<file path="src/rtl/burst_pkg.sv">
package burst_pkg;

    typedef enum logic [1:0] {
        PH_IDLE    = 2'd0,
        PH_LATENCY = 2'd1,
        PH_STREAM  = 2'd2
    } burst_phase_t;

    typedef struct packed {
        logic start;
        logic reload;
        logic restart;
    } strobe_evt_t;

    localparam logic MODE_ASYNC_RESET = 1'b1;
    localparam logic [15:0] WORD_MUL  = 16'h9E37;
    localparam logic [15:0] WORD_ADD  = 16'h1234;

    function automatic logic [15:0] word_of(input logic [31:0] a);
        logic [31:0] p;
        p = a * {16'h0, WORD_MUL} + {16'h0, WORD_ADD};
        return p[15:0];
    endfunction

endpackage

</file>
<file path="src/rtl/burst_cfg_reg.sv">
module burst_cfg_reg (
    input  logic clk,
    input  logic rst,
    input  logic cfg_we,
    input  logic cfg_async,
    output logic burst_en
);
    import burst_pkg::*;

    logic async_q;

    always_ff @(posedge clk) begin
        if (rst)
            async_q <= MODE_ASYNC_RESET;
        else if (cfg_we)
            async_q <= cfg_async;
    end

    assign burst_en = ~async_q;
endmodule

</file>
<file path="src/rtl/burst_strobe_track.sv">
module burst_strobe_track (
    input  logic clk,
    input  logic rst,
    input  logic ce_n,
    input  logic adv_n,
    input  logic we_n,
    input  logic burst_en,
    output burst_pkg::strobe_evt_t evt
);
    logic adv_q;

    always_ff @(posedge clk) begin
        if (rst || ce_n)
            adv_q <= 1'b1;
        else
            adv_q <= adv_n;
    end

    always_comb begin
        evt.start   = burst_en & ~ce_n & we_n & ~adv_n;
        evt.restart = evt.start & adv_q;
        evt.reload  = ~ce_n & ~adv_q & adv_n;
    end
endmodule

</file>
<file path="src/rtl/burst_seq.sv">
module burst_seq #(
    parameter int AW  = 16,
    parameter int LAT = 3
) (
    input  logic                   clk,
    input  logic                   rst,
    input  logic                   ce_n,
    input  logic [AW-1:0]          addr,
    input  burst_pkg::strobe_evt_t evt,
    output burst_pkg::burst_phase_t phase,
    output logic [AW-1:0]          waddr
);
    import burst_pkg::*;

    localparam int CW = $clog2(LAT + 1);
    localparam logic [CW-1:0] LAT_C = CW'(LAT);

    logic [CW-1:0] cnt;

    always_ff @(posedge clk) begin
        if (rst) begin
            phase <= PH_IDLE;
            cnt   <= '0;
            waddr <= '0;
        end else if (ce_n) begin
            phase <= PH_IDLE;
            cnt   <= '0;
        end else begin
            unique case (phase)
                PH_IDLE: begin
                    if (evt.start) begin
                        phase <= PH_LATENCY;
                        cnt   <= CW'(1);
                        waddr <= addr;
                    end
                end
                PH_LATENCY: begin
                    if (evt.restart) begin
                        cnt   <= CW'(1);
                        waddr <= addr;
                    end else begin
                        if (evt.reload)
                            waddr <= addr;
                        if (cnt == LAT_C)
                            phase <= PH_STREAM;
                        else
                            cnt <= cnt + CW'(1);
                    end
                end
                PH_STREAM: begin
                    if (evt.restart) begin
                        phase <= PH_LATENCY;
                        cnt   <= CW'(1);
                        waddr <= addr;
                    end else begin
                        waddr <= waddr + AW'(1);
                    end
                end
                default: phase <= PH_IDLE;
            endcase
        end
    end
endmodule

</file>
<file path="src/rtl/burst_word_array.sv">
module burst_word_array #(
    parameter int AW = 16
) (
    input  logic [AW-1:0] waddr,
    input  logic          rd_en,
    output logic [15:0]   word
);
    import burst_pkg::*;

    always_comb begin
        if (rd_en)
            word = word_of(32'(waddr));
        else
            word = '0;
    end
endmodule

</file>
<file path="src/rtl/burst_addr_latch.sv">
module burst_addr_latch #(
    parameter int AW  = 16,
    parameter int LAT = 3
) (
    input  logic          clk,
    input  logic          rst,
    input  logic          ce_n,
    input  logic          adv_n,
    input  logic          we_n,
    input  logic [AW-1:0] addr,
    input  logic          cfg_we,
    input  logic          cfg_async,
    output logic [15:0]   dq,
    output logic          dq_oe,
    output logic          rdy_wait,
    output logic          data_valid,
    output logic [AW-1:0] word_addr
);
    import burst_pkg::*;

    logic           burst_en;
    strobe_evt_t    evt;
    burst_phase_t   phase;
    logic [AW-1:0]  waddr;

    burst_cfg_reg u_cfg (
        .clk(clk), .rst(rst), .cfg_we(cfg_we), .cfg_async(cfg_async),
        .burst_en(burst_en)
    );

    burst_strobe_track u_strobe (
        .clk(clk), .rst(rst), .ce_n(ce_n), .adv_n(adv_n), .we_n(we_n),
        .burst_en(burst_en), .evt(evt)
    );

    burst_seq #(.AW(AW), .LAT(LAT)) u_seq (
        .clk(clk), .rst(rst), .ce_n(ce_n), .addr(addr), .evt(evt),
        .phase(phase), .waddr(waddr)
    );

    burst_word_array #(.AW(AW)) u_array (
        .waddr(waddr), .rd_en(data_valid), .word(dq)
    );

    assign rdy_wait   = (phase == PH_LATENCY);
    assign data_valid = (phase == PH_STREAM);
    assign dq_oe      = (phase != PH_IDLE);
    assign word_addr  = waddr;
endmodule

</file>
<file path="config.mk">
export PLATFORM = sky130hd
export DESIGN_NAME = burst_addr_latch
export DESIGN_NICKNAME = d
export VERILOG_FILES = /design/src/rtl/burst_pkg.sv /design/src/rtl/burst_cfg_reg.sv /design/src/rtl/burst_strobe_track.sv /design/src/rtl/burst_seq.sv /design/src/rtl/burst_word_array.sv /design/src/rtl/burst_addr_latch.sv
export SDC_FILE = /design/constraint.sdc
export NUM_CORES = 1
export LEC_CHECK = 0
export ABC_CLOCK_PERIOD_IN_PS = 13200
export BUFFER_PORTS_ARGS = -buffer_cell sky130_fd_sc_hd__buf_2
export CORE_ASPECT_RATIO = 0.5
export CORE_MARGIN = 1.5
export CORE_UTILIZATION = 40
export CTS_CLUSTER_DIAMETER = 80
export DETAILED_ROUTE_END_ITERATION = 7
export PLACE_DENSITY = 0.69
export SYNTH_ARGS = -nofsm -noshare
export SYNTH_HDL_FRONTEND = slang
export SYNTH_SLANG_ARGS = --single-unit
</file>
<file path="constraint.sdc">
create_clock -name clk -period 13.2 [get_ports clk]
set_input_delay 3.96 -clock clk [delete_from_list [all_inputs] [get_ports clk]]
set_output_delay 3.96 -clock clk [all_outputs]
set_load 0.02 [all_outputs]
</file>
==> flow_summary.toml <==
[run_status]
status = "completed"

[global_route]
antenna_found_initial = 0
grt_max_degree = 34
grt_pass1_vias = 3193
overflow = 0
grt_pass1_wl_um = 15610
grt_usage_pct = 18.80

[routing]
vias = 3214
drt-total-wl_um = 9220
drtIter0Drc = 109
dr.pass1.iters = 4
post-route-drc-count = 0
routedWlPerCell_um = 14.80
viasPerCell = 5.159
drtAntennaViolNets = 0

[clock_network]
path_clk_slew_ns = 0.06
post_cts_resized = 0
cts_tree = "built"
cts.sinks = 22
cts_made_buffers = 3
clk_latency_ns = 0.26
post-cts-setup-buffers = 0
hold_buffers = 0
cts_root_buf = "clkbuf_16"
clk_path_buf_depth = 2
h-tree-depth = 1

[worst_setup_path]
r2r_end = "u_seq.waddr[13]$_SDFFE_PP0P_"
endpoint_kind = "primary output"
reg2reg_depth = 6
arrival_ns = 5.50
worst-setup-path-type = "reg2out"
rr_startpoint = "u_seq.phase[1]$_SDFFE_PP0P_"
cp-start-kind = "flip-flop"
cp.required_ns = 9.24
crit_fanout = 11
r2r_slack_ns = 10.56

[die]
die_h_um = 73.14
num_rows = 25
die_w_um = 143.3
initial_core_util_pct = 41.38
ios = 58
die-area_um2 = 10480
core_area_um2 = 9509

[logic_synthesis]
ys_ff_latch = 22
async_reset_ff_share_pct = 0
synth_area_leader_cell = "ha_1"
syn_area_per_cell_um2 = 8.964
synth_warnings = 0
synthTopCellsByArea = "ha_1 23%, fa_1 22%, dfxtp_1 11%"
syn_nets = 578
ys_types = 51
synth_edf_count = 0
synth_cells = 439
synth_ff_type = "dfxtp_1"
yosysTopAreaCellShare_pct = 23.21
synth_area_um2 = 3935
ys_seq_area_share_pct = 11.19

[placement]
gp_congestion = 0.8945
hpwl_um = 7604
io_buffers = 57

[sta]
period_share_pct = 71.67
setup_viol = 0
clock_skew_ns = 0.001610
slew_headroom_pct = 23.67
rsz0062_at_grt = "no"
period_needed_ns = 9.460
tightest_slew_ns = 1.145
report.final.slew_viol_count = 0
hold_violations = 0
setup_tns_ns = 0
fmax_mhz = 105.7

[run]
maxCapViolations = 0

[cells_and_area]
fillers = 942
final-seq-area_um2 = 440.4
multi_input_area_um2 = 3172
area_growth_pct = 11.99
nets = 628
final_common_cell = "ha_1"
diodes = 0
final_util_pct = 46.34
layout_common_cells = "73 x ha_1, 67 x inv_1, 57 x buf_2"
drive_above_1_share_pct = 14.75

[hold_path]
holdPathEnd = "u_seq.cnt[0]$_SDFFE_PP0P_"
holdCritPathClass = "reg2reg"
worstHoldPathCells = 2
min_from = "u_seq.cnt[0]$_SDFFE_PP0P_"

[power]
pwr_density_cell_nw_per_um2 = 39.57
irDropWorstVdd_mv = 0.04048
p_leak_uw = 0.002333
## registers in the layout (all words and copies together), names as in the netlist
name	cells
u_strobe.adv_q	1
u_seq.cnt	2
u_cfg.async_q	1
u_seq.waddr	16
u_seq.phase	2
## logic make-up after synthesis
group           after synthesis  share of synthesized area, %
flops                        22                         11.19
compound gates               90                         16.06
fa+ha+maj                   117                         45.34
xor+xnor                     28                         6.582
buf+inv                      79                         8.203
simple gates                103                         12.62
## worst max-delay path: stages (launching register included)
cell and delay [ns]:
dfxtp_1 0.63, ha_1 0.55, ha_1 0.35, a21o_1 0.22
fa_1 0.54, inv_1 0.05, fa_1 0.46, fa_1 0.52
fa_1 0.44, xor2_1 0.19, xnor2_1 0.14, xnor3_1 0.42
xnor2_1 0.32, xnor2_1 0.16, nor2_1 0.05, buf_2 0.18
## stage by stage
step	hold slack, ns	power (uW)	instances	worst slack [ns]	instance area, um^2
floorplan	0.4882	94.05	439	4.488	3935
global placement	0.5096	103.1	619	4.067	4318
detailed placement	0.5166	103.6	619	4.020	4318
CTS	0.5253	175.7	623	3.721	4407
global route	0.5796	183.6	623	3.486	4407
finish	0.5239	174.4	623	3.740	4407
## how the worst max path moves through the flow
stage | startpoint | end | slack (ns) | cells after the start
after floorplan | u_seq.waddr[0]$_SDFFE_PP0P_ | dq[15] | 4.49 | 14
after global placement | u_seq.waddr[0]$_SDFFE_PP0P_ | dq[15] | 4.07 | 15
after detailed placement | u_seq.waddr[0]$_SDFFE_PP0P_ | dq[15] | 4.02 | 15
after CTS | u_seq.waddr[0]$_SDFFE_PP0P_ | dq[15] | 3.72 | 15
after global routing | u_seq.waddr[0]$_SDFFE_PP0P_ | dq[15] | 3.49 | 15
final | u_seq.waddr[0]$_SDFFE_PP0P_ | dq[15] | 3.74 | 15
## metal layers
metal	global-route usage (%)	routed length [um]	vias to the layer above
li1	-	-	1585
met1	26.54	4638	1542
met2	31.78	4114	81
met3	1.837	409	6
met4	3.515	58	0
met5	0	0	-
## area by class of cell
class | count | share of cell area, %
flip-flops and latches | 22 | 9.994
clock buffers | 4 | 2.016
repair buffers | 57 | 6.474
well taps | 135 | 3.833
inverters | 67 | 5.707
multi-input cells | 338 | 71.98
## where the power goes
part / internal [uW] / switching (uW) / total [uW]
Combinational: 14.5 / 18.6 / 33.1
Clock: 46.3 / 26.1 / 72.4
Sequential: 67.2 / 1.65 / 68.8
Total: 128 / 46.4 / 174
## Yosys cell counts, types with 3 or more instances
master and instances:
a21oi_1 22, inv_1 67, ha_1 73, o31ai_1 7
and3_1 5, clkbuf_1 5, nor3_1 5, xor2_1 3
a21o_1 8, and2_1 3, nor2_1 27, dfxtp_1 22
o21ai_0 22, buf_2 3, a22oi_1 5, nand4_1 3
a2bb2oi_1 3, nand3_1 5, nand2_1 39, or2_2 3
nor2b_1 4, fa_1 43, xnor2_1 24
(Power assumes the default switching activity.)
